File: src/rtl/irq_accept_ctrl.sv
module irq_accept_ctrl #(
  parameter int NSRC  = 32,
  parameter int PW    = 4,
  parameter int AW    = 8,
  parameter int DW    = 32
) (
  input  logic            clk,
  input  logic            rst_n,
  input  logic [NSRC-1:0] irq_in,
  input  logic [AW-1:0]   addr,
  input  logic            wr_en,
  input  logic [DW-1:0]   wdata,
  input  logic            rd_en,
  output logic [DW-1:0]   rdata,
  output logic            irq_out
);

  localparam int IW        = (NSRC > 1) ? $clog2(NSRC) : 1;
  localparam int PER_WORD  = DW / PW;
  localparam int PRI_WORDS = (NSRC + PER_WORD - 1) / PER_WORD;
  localparam logic [AW-1:0] A_FLAG = AW'(8'h18);
  localparam logic [AW-1:0] A_EVT  = AW'(8'h20);
  localparam logic [AW-1:0] A_CUR  = AW'(8'h30);
  localparam logic [AW-1:0] A_PREV = AW'(8'h34);
  localparam int PRI_BASE = 'h40;
  localparam int VEC_OFS  = 16;
  localparam int VEC_SH   = 5;

  logic [PW-1:0] pri [NSRC];
  logic [PW-1:0] cur_lvl, prev_lvl;
  logic [DW-1:0] flag_vec, evt_vec;

  logic          win_any;
  logic [IW-1:0] win_idx;
  logic [PW-1:0] win_pri;
  logic [DW-1:0] win_vec;
  logic [DW-1:0] pri_word [PRI_WORDS];
  logic          flag_rd;

  always_comb begin
    win_any = 1'b0;
    win_idx = '0;
    win_pri = '0;
    for (int i = 0; i < NSRC; i++) begin
      if (irq_in[i] && pri[i] > cur_lvl && (!win_any || pri[i] > win_pri)) begin
        win_any = 1'b1;
        win_idx = IW'(i);
        win_pri = pri[i];
      end
    end
  end

  assign win_vec = win_any ? ((DW'(win_idx) + DW'(VEC_OFS)) << VEC_SH) : '0;
  assign irq_out = win_any;
  assign flag_rd = rd_en && addr == A_FLAG;

  always_comb begin
    for (int w = 0; w < PRI_WORDS; w++) begin
      pri_word[w] = '0;
      for (int s = 0; s < PER_WORD; s++) begin
        if (w * PER_WORD + s < NSRC)
          pri_word[w][s*PW +: PW] = pri[w * PER_WORD + s];
      end
    end
  end

  always_comb begin
    rdata = '0;
    if (rd_en) begin
      case (addr)
        A_FLAG:  rdata = win_vec;
        A_EVT:   rdata = evt_vec;
        A_CUR:   rdata = DW'(cur_lvl);
        A_PREV:  rdata = DW'(prev_lvl);
        default: begin
          for (int w = 0; w < PRI_WORDS; w++)
            if (addr == AW'(PRI_BASE + 4 * w)) rdata = pri_word[w];
        end
      endcase
    end
  end

  always_ff @(posedge clk or negedge rst_n) begin
    if (!rst_n) begin
      cur_lvl  <= '0;
      prev_lvl <= '0;
      flag_vec <= '0;
      evt_vec  <= '0;
    end else if (flag_rd) begin
      prev_lvl <= cur_lvl;
      flag_vec <= win_vec;
      evt_vec  <= win_vec;
      if (win_any) cur_lvl <= win_pri;
    end else if (wr_en && addr == A_CUR) begin
      cur_lvl <= wdata[PW-1:0];
    end
  end

  always_ff @(posedge clk or negedge rst_n) begin
    if (!rst_n) begin
      for (int i = 0; i < NSRC; i++) pri[i] <= '0;
    end else if (wr_en) begin
      for (int w = 0; w < PRI_WORDS; w++)
        if (addr == AW'(PRI_BASE + 4 * w))
          for (int s = 0; s < PER_WORD; s++)
            if (w * PER_WORD + s < NSRC)
              pri[w * PER_WORD + s] <= wdata[s*PW +: PW];
    end
  end

endmodule

File: config.mk
export PLATFORM = sky130hd
export DESIGN_NAME = irq_accept_ctrl
export DESIGN_NICKNAME = d
export VERILOG_FILES = /design/src/rtl/irq_accept_ctrl.sv
export SDC_FILE = /design/constraint.sdc
export NUM_CORES = 1
export LEC_CHECK = 0
export BUFFER_PORTS_ARGS = -buffer_cell sky130_fd_sc_hd__clkbuf_2
export CELL_PAD_IN_SITES_DETAIL_PLACEMENT = 1
export CELL_PAD_IN_SITES_GLOBAL_PLACEMENT = 2
export CORE_MARGIN = 4
export CORE_UTILIZATION = 43
export CTS_CLUSTER_DIAMETER = 120
export DETAILED_ROUTE_END_ITERATION = 10
export HOLD_SLACK_MARGIN = 0.03
export PLACE_DENSITY = 0.95
export SLEW_MARGIN = 25
export SYNTH_ARGS = -nofsm -noshare
export SYNTH_HDL_FRONTEND = slang
export SYNTH_SLANG_ARGS = --single-unit
export TNS_END_PERCENT = 5
File: constraint.sdc
create_clock -name clk -period 129.4 [get_ports clk]
set_input_delay 6.47 -clock clk [delete_from_list [all_inputs] [get_ports clk]]
set_output_delay 6.47 -clock clk [all_outputs]
set_load 0.02 [all_outputs]
# Word level (Yosys, flattened, before mapping)
# Index checks and enable logic that the tools add are counted.
[totals] ff_bits=168 in_bits=76 output_inout_bits=33 word_cells=346
[classes] n_addsub=1 order_cmp=63 n_eq_ne=9 muxes=105 n_reduce_logical=133
[ops] cell="$gt A4 B4 Y1" n=63
[ops] cell="$mux W32" n=5
[ops] cell="$mux W5" n=29
[ops] cell="$mux W4" n=35
[ops] cell="$pmux W32 S4" n=1
[ops] cell="$logic_and A1 B1 Y1" n=65
[ops] cell="$mux W1" n=33
[ops] cell="$eq A8 B7 Y1 const B" n=4
[ops] cell="$logic_not A1 Y1" n=31
[ops] cell="$logic_or A1 B1 Y1" n=31
[ops] cell="$eq A8 B6 Y1 const B" n=3
[ops] cell="$mux W11" n=1
[ops] cell="$reduce_and A2 Y1" n=5
[ops] cell="$eq A8 B5 Y1 const B" n=1
[ops] cell="$add A5 B5 Y6 const B" n=1
[ops] cell="$mux W2" n=1
[ops] cell="$ne A2 B2 Y1 const B" n=1
[ops] cell="$reduce_bool A2 Y1" n=1

# Depth between registers and ports, before layout
# Gate-level depths: netlist (run 1).
[depth] depth_word=131 mapped_depth=283 ltp_nobuf=276

# Worst setup path before layout (run 1)
# No wires, ideal clock.
[synth_path] kind="input -> output" from="input port irq_in[0]" to="output port rdata[9]" arrival_time_ns=53.560 path_slack_ns=69.370 path_stages=254 cell_sequence="nand2_1 a21oi_2 nand2_1 ha_1 nor2b_1 o211ai_1 a21oi_1 a21oi_1 a22oi_1 ha_1 nor2b_1 o21ai_0 a21o_1 o21ai_0 a221oi_1 or2_2 ha_1 nand2_1 (+218 left out) a21oi_1 a41o_1 nand2_1 nand2_1 inv_1 and2_1 a31oi_2 ha_1 nor2b_1 o21ai_0 nand2b_1 a21oi_1 a41oi_1 o21ai_1 inv_1 nor2_1 nand4_1 o21ai_0"
[synth_between] elab_chain_cells=130 elab_cells_between_ends=223
[synth_lines] item="start, declared" line="9" text="input logic [NSRC-1:0] irq_in,"
[synth_lines] item="$logic_and A1 B1 Y1 *" line="45" text="if (irq_in[i] && pri[i] > cur_lvl && (!win_any || pri[i] > win_pri)) begin"
[synth_lines] item="$mux W4 or $mux W1 (tied branches)" line="45"
[synth_lines] item="$gt A4 B4 Y1 or $logic_not A1 Y1 (tied branches)" line="45"
[synth_lines] item="$logic_or A1 B1 Y1" line="45"
[synth_lines] item="$logic_and A1 B1 Y1" line="45"
[synth_lines] item="$mux W4 or $mux W1 (tied branches)" line="45"
[synth_lines] item="$gt A4 B4 Y1 or $logic_not A1 Y1 (tied branches)" line="45"
[synth_lines] item="$logic_or A1 B1 Y1" line="45"
[synth_lines] item="(+114 left out)"
[synth_lines] item="$gt A4 B4 Y1 or $logic_not A1 Y1 (tied branches)" line="45"
[synth_lines] item="$logic_or A1 B1 Y1" line="45"
[synth_lines] item="$logic_and A1 B1 Y1" line="45"
[synth_lines] item="$mux W5" line="45"
[synth_lines] item="$add A5 B5 Y6" line="53" text="assign win_vec = win_any ? ((DW'(win_idx) + DW'(VEC_OFS)) << VEC_SH) : '0;"
[synth_lines] item="$mux W11 *" line="53"
[synth_lines] item="$pmux W32 S4 *" line="70" text="case (addr)"
[synth_lines] item="$mux W32 *" line="69" text="if (rd_en) begin"
[synth_lines] item="end, declared" line="14" text="output logic [DW-1:0] rdata,"
# Mark *: on every way between the ends. The rest lies on a longest branch, timed or not.

# Worst setup path in the final report (run 1)
[layout_path] from="input port irq_in[0]" to="output port rdata[10]"
# The elaborated chain is that of the path after synthesis.

==> results.toml, run 1 <==
[floorplan]
die_area_um2 = 40120
row_count = 70
initial_core_util_pct = 43.54
coreArea_um2 = 36520
io_pins = 109
die_h_um = 200.3
die_w_um = 200.3

[route]
drtAntennaViolNets = 0
dr.pass1.iters = 6
vias = 15556
vias_per_cell = 6.645
routed_wl_mm = 63.78
routedWlPerCell_um = 27.25
drtIter0Drc = 1117
drc = 0

[worst_setup_path]
critPathLaunchType = "primary input"
max_stage_delay_ps = 840
slowest_stage = "a21oi_1"
path_common_cell = "a21oi_1"
crit_path_end_kind = "primary output"
cp.required_ps = 122930
cp_data_arrival_time_ps = 62660
criticalPathCategory = "primary input to primary output"
cp_max_fo = 12
r2r_slack_ps = 72350

[global_routing]
grt_max_degree = 97
grt_usage_pct = 30.77
overflow = 0
grt_pass1_vias = 16249
grt_pass1_wl_mm = 96.69
grt_antenna_before_repair = 1

[sta]
slew_headroom_pct = 28.53
hold_ws_ps = 486.7
rsz0062_at_grt = "no"
finalWorstSetupSlack_ps = 60270
final_max_slew_viol_count = 0
finalSetupTns_ps = 0
worstMarginPinSlew_ps = 1072
setup-violations-final = 0
finalCritPeriodShare_pct = 53.42
min_period_ps = 69130
max_freq_mhz = 14.47
hold_viol_final = 0
fin_worst_skew_ps = 7.849

[layout]
fillCellCount = 4255
postLayoutCellArea_um2 = 17630
seqCellArea_um2 = 3555
final_cell_mix = "ha_1, nand2_1, dfrtp_1"
final_common_cell = "ha_1"
final_nets = 2166
diodes = 0
final_core_util_pct = 48.26
syn_to_final_growth_pct = 10.84
finalNonFillerCells = 2341
multi_input_area_um2 = 11760
drive_above_1_share_pct = 20.13

[power_and_ir_drop]
irDropWorstVdd_mv = 0.009860
power_mw = 0.2147
cellPowerDensity_nw_per_um2 = 12.18
p_leak_nw = 8.366

[clock_tree]
ctsHoldBuffers = 0
clkSinkCount = 142
cts_resized = 0
cts_root_buffer = "clkbuf_16"
cts_buffers = 17
postCtsSetupRepairBufs = 0
htreeDepth = 4
clk_pin_slew_ps = 70
tritoncts = "built"
cts_max_path_buffers = 2
clkLatencyLatePin_ps = 440

[synth]
synthDistinctLibCells = 91
synthMuxAreaShare_pct = 14.77
synthAdderAreaFrac_pct = 18.35
yosys_most_used_dff = "dfrtp_1"
synthArstFlopShare_pct = 100.0
ys_ff_latch = 142
synth_compound_area_share_pct = 24.30
syn_area_um2 = 15900
synth_edf_count = 0
synth-simple-area-share_pct = 16.27
synth.yosys.seq_area_share_pct = 22.34
synth_top_family_by_area = "compound AO/OA/AOI/OAI gates"
synth-xor-area-share_pct = 0
yosys_warnings = 0
synth.avg_cell_area_um2 = 9.025
syn_inst = 1762
synth_nets = 2068

[placed_design]
place.gp.congestion = 0.9920
dp_hpwl_mm = 49.45
numPortBuffers = 108
post-place-cells = 2309
place_area_um2 = 16990
place_ws_ps = 61590

[flow_run]
cap_violations = 0

[run_status]
status = "finished, final reports clean"

[worst_hold_path]
hp-class = "flop to flop"
## cell type report
| class | count | area share [%] |
|---|---|---|
| multi-input cells | 1456 | 66.73 |
| flip-flops and latches | 142 | 20.17 |
| repair buffers | 121 | 3.677 |
| well taps | 468 | 3.322 |
| inverters | 122 | 2.598 |
| clock buffers | 19 | 2.513 |
| clock inverters | 13 | 0.9938 |
## where the power goes
group / internal (mW) / switching, mW / total, mW
Clock: 0.0314 / 0.0225 / 0.0539
Combinational: 0.0432 / 0.0653 / 0.108
Sequential: 0.0469 / 0.00548 / 0.0524
Total: 0.121 / 0.0932 / 0.215
## synthesized netlist by cell type (4+ instances only)
cell type,instances,area [um^2]
a21o_1,33,247.7
o211ai_1,30,225.2
o21ai_0,103,515.5
clkbuf_1,35,131.4
mux2i_1,13,130.1
a22oi_1,8,60.06
o21ai_1,4,20.02
nand2_1,149,559.3
or3_1,7,43.79
a31oi_1,22,137.6
o22ai_1,13,81.33
o311a_1,7,70.07
a21boi_0,13,97.59
a31o_2,5,43.79
o311ai_0,8,70.07
mux2_2,133,1498
o31a_1,6,52.55
and2_1,23,143.9
a41o_1,4,40.04
dfrtp_1,142,3553
a22o_1,6,52.55
ha_1,230,2878
nor3_1,17,85.08
a211o_1,8,70.07
o221a_2,8,90.09
nor2b_1,51,319.1
o31ai_1,8,60.06
o2111ai_1,9,78.83
o211a_1,10,100.1
nor4_1,12,75.07
a2111o_1,5,56.30
or2_2,11,68.82
nor2_1,77,289.0
maj3_1,4,40.04
o21a_1,38,285.3
a21oi_1,97,485.5
a221o_1,6,60.06
inv_1,122,457.9
and3_1,35,219.0
nand2b_1,25,156.4
nand4_1,38,237.7
nand3_1,54,270.3
mux4_2,32,720.7
buf_1,4,15.01
a211oi_1,18,135.1
## routing by layer
metal,part of all wire (%),track usage [%]
met4,5.6,15.61
met3,6.1,4.905
met1,42,38.93
met2,46,51.13
met5,0,0
## worst paths after layout
kind | end | cells past startpoint | startpoint
min | prev_lvl[2] | 2 | prev_lvl[2]
max in group asynchronous | cur_lvl[0] | 2 | rst_n
min in group asynchronous | pri[109] | 1 | rst_n
max | rdata[10] | 253 | irq_in[0]
max reg2reg | evt_vec[10] | 252 | cur_lvl[3]
min reg2reg | prev_lvl[2] | 2 | prev_lvl[2]
## critical path, delay by kind of cell
kind / cells / cell delay (ps)
compound gates: 128 / 28830
fa+ha+maj: 34 / 10730
simple gates: 63 / 10530
mux: 11 / 4040
buf+inv: 17 / 1910
## registers in the layout, summed over array words and instances (netlist names)
name,count
pri,128
evt_vec,6
prev_lvl,4
cur_lvl,4
## kinds of logic after synthesis
kind of cell,count (synthesis)
and+or+nand+nor,513
muxes,178
DFF,142
adders and majority gates,234
buffers and inverters,164
AOI/OAI and AO/OA,531
No activity file was read; power rests on OpenSTA's default activity.
==> inputs of run 2 (changes only) <==
--- a/config.mk
+++ b/config.mk
@@ -9,11 +9,11 @@
 export CELL_PAD_IN_SITES_DETAIL_PLACEMENT = 1
 export CELL_PAD_IN_SITES_GLOBAL_PLACEMENT = 2
 export CORE_MARGIN = 4
-export CORE_UTILIZATION = 43
+export CORE_UTILIZATION = 36
 export CTS_CLUSTER_DIAMETER = 120
 export DETAILED_ROUTE_END_ITERATION = 10
 export HOLD_SLACK_MARGIN = 0.03
-export PLACE_DENSITY = 0.95
+export PLACE_DENSITY = 0.87
 export SLEW_MARGIN = 25
 export SYNTH_ARGS = -nofsm -noshare
 export SYNTH_HDL_FRONTEND = slang
==> constraint.sdc (replaced) <==
create_clock -name clk -period 56.4 [get_ports clk]
set_input_delay 2.82 -clock clk [delete_from_list [all_inputs] [get_ports clk]]
set_output_delay 2.82 -clock clk [all_outputs]
set_load 0.02 [all_outputs]
==> run 2 against run 1 <==
Against the previous run:
- combinational power increased to 2.8 times the previous value
- worst setup slack worse by 58000 ps
- critical path depth rose by 8
- cell count rose by 8.9%
- sequential share of layout area decreased by 1.7 points
- sequential cell count stayed put
==> results.toml, run 2 (synthesis gave the netlist of run 1 again) <==
[sta]
finalCritPeriodShare_pct = 96.81
min_period_ps = 54600
slew_headroom_pct = 34.29
setup-violations-final = 0
hold_viol_final = 0
fin_worst_skew_ps = 7.557
worstMarginPinSlew_ps = 973.4
max_freq_mhz = 18.32
finalWorstSetupSlack_ps = 1801
final_max_slew_viol_count = 0

[route]
drtAntennaViolNets = 0
routed_wl_mm = 67.40
vias = 15933
drc = 0
dr.pass1.iters = 5
drtIter0Drc = 1351
routedWlPerCell_um = 26.43
vias_per_cell = 6.248

[worst_hold_path]
hp-start = "prev_lvl[1]"
hp-class = "flop to flop"

[layout]
largest_reg_flops = 128
syn_to_final_growth_pct = 21.16
multi_input_area_um2 = 12550
final_common_cell = "ha_1"
seqCellArea_um2 = 3555
fillCellCount = 5007
drive_above_1_share_pct = 29.38
final_cell_mix = "ha_1, nand2_1, dfrtp_1"
final_nets = 2257
top_regs = "pri (128), evt_vec (6)"
postLayoutCellArea_um2 = 19270
regMostFlops = "pri"

[placed_design]
dp_hpwl_mm = 51.75
place.gp.congestion = 0.9817
numPortBuffers = 108
place_area_um2 = 17260
place_ws_ps = -2095

[global_routing]
grt_pass1_vias = 16157
grt_pass1_wl_mm = 99.03
overflow = 0
grt_usage_pct = 27.12
grt_max_degree = 79
grt_antenna_before_repair = 1

[floorplan]
io_pins = 109
die_w_um = 218.2
die_h_um = 218.2
initial_core_util_pct = 36.67
die_area_um2 = 47600
row_count = 76
coreArea_um2 = 43360

[run_status]
status = "finished, final reports clean"

[clock_tree]
clkLatencyLatePin_ps = 450
clk_pin_slew_ps = 60
htreeDepth = 4
ctsHoldBuffers = 0
cts_max_path_buffers = 2
tritoncts = "built"
cts_buffers = 17
cts_root_buffer = "clkbuf_16"
clkSinkCount = 142

[worst_setup_path]
slowest_stage = "or4_1"
criticalPathCategory = "primary input to primary output"
cp_data_arrival_time_ps = 51780
max_stage_delay_ps = 520
path_common_cell = "ha_1"
cp_max_fo = 9
startpoint = "irq_in[0]"
critPathLaunchType = "primary input"
cp.required_ps = 53580
reg2reg_from = "cur_lvl[1]"
crit_path_end_kind = "primary output"

[power_and_ir_drop]
power_mw = 0.5459
p_leak_nw = 8.930
cellPowerDensity_nw_per_um2 = 28.33
irDropWorstVdd_mv = 0.01651

[flow_run]
cap_violations = 0
[run 2: cell count changes in the layout (fill, tap and decap cells not counted), sizes merged, moves of 2 or more]
cell	previous run	this run
clkbuf	126	124
inv	129	126
clkinv	2	4
buf	14	103
[run 2: worst paths after layout]
path | to | slack [ps] | cells past startpoint
max | rdata[7] | 1800 | 261
min reg2reg | prev_lvl[1] | 490 | 2
max in group asynchronous | cur_lvl[0] | 52550 | 2
min | prev_lvl[1] | 490 | 2
max reg2reg | evt_vec[7] | 6130 | 261
min in group asynchronous | pri[88] | 2380 | 1
[run 2: metal layers]
metal	global-route usage (%)	vias to the layer above	routed length [um]	share of wire, %
li1	-	7153	-	-
met2	45.87	553	31830	47
met5	0	-	0	0
met1	35.00	8086	28520	42
met4	10.41	0	3154	4.7
met3	4.060	141	3887	5.8
[run 2: worst max-delay path, delay by kind of cell]
kind            cells  cell delay (ps)
compound gates    132            23830
fa+ha+maj          35            10490
buf+inv            24             2590
mux                10             3180
simple gates       60             8780
[run 2: metrics by stage]
step           setup TNS, ps  std cells  hold slack [ps]  util (%)
3_5_place_dp          -11740       2441            474.6     39.80
4_1_cts                    0       2484            488.3     41.74
2_1_floorplan              0       1762            446.2         -
6_report                   0       2550            486.3     44.43
3_3_place_gp           -1320       2441            461.4     39.77
5_1_grt                -3791       2549            523.1     44.43
[run 2: power breakdown]
group / switching (mW) / internal, mW / total [mW]
Sequential: 0.0132 / 0.108 / 0.121
Combinational: 0.173 / 0.127 / 0.300
Clock: 0.0505 / 0.0750 / 0.125
[run 2: cell type report]
class	instances	area share, %
Tap cell	585	3.799
Timing Repair Buffer	210	6.890
Clock buffer	18	2.227
Inverter	122	2.396
Sequential cell	142	18.45
Multi-Input combinational cell	1458	65.16
Clock inverter	14	1.065
Antenna cell	1	0.01299
[run 2: timing repair]
item,CTS,global route
gates resized for setup,26,145
cloned,0,3
buffers inserted,11,62
setup endpoints to repair,6,16
pin swaps,7,62
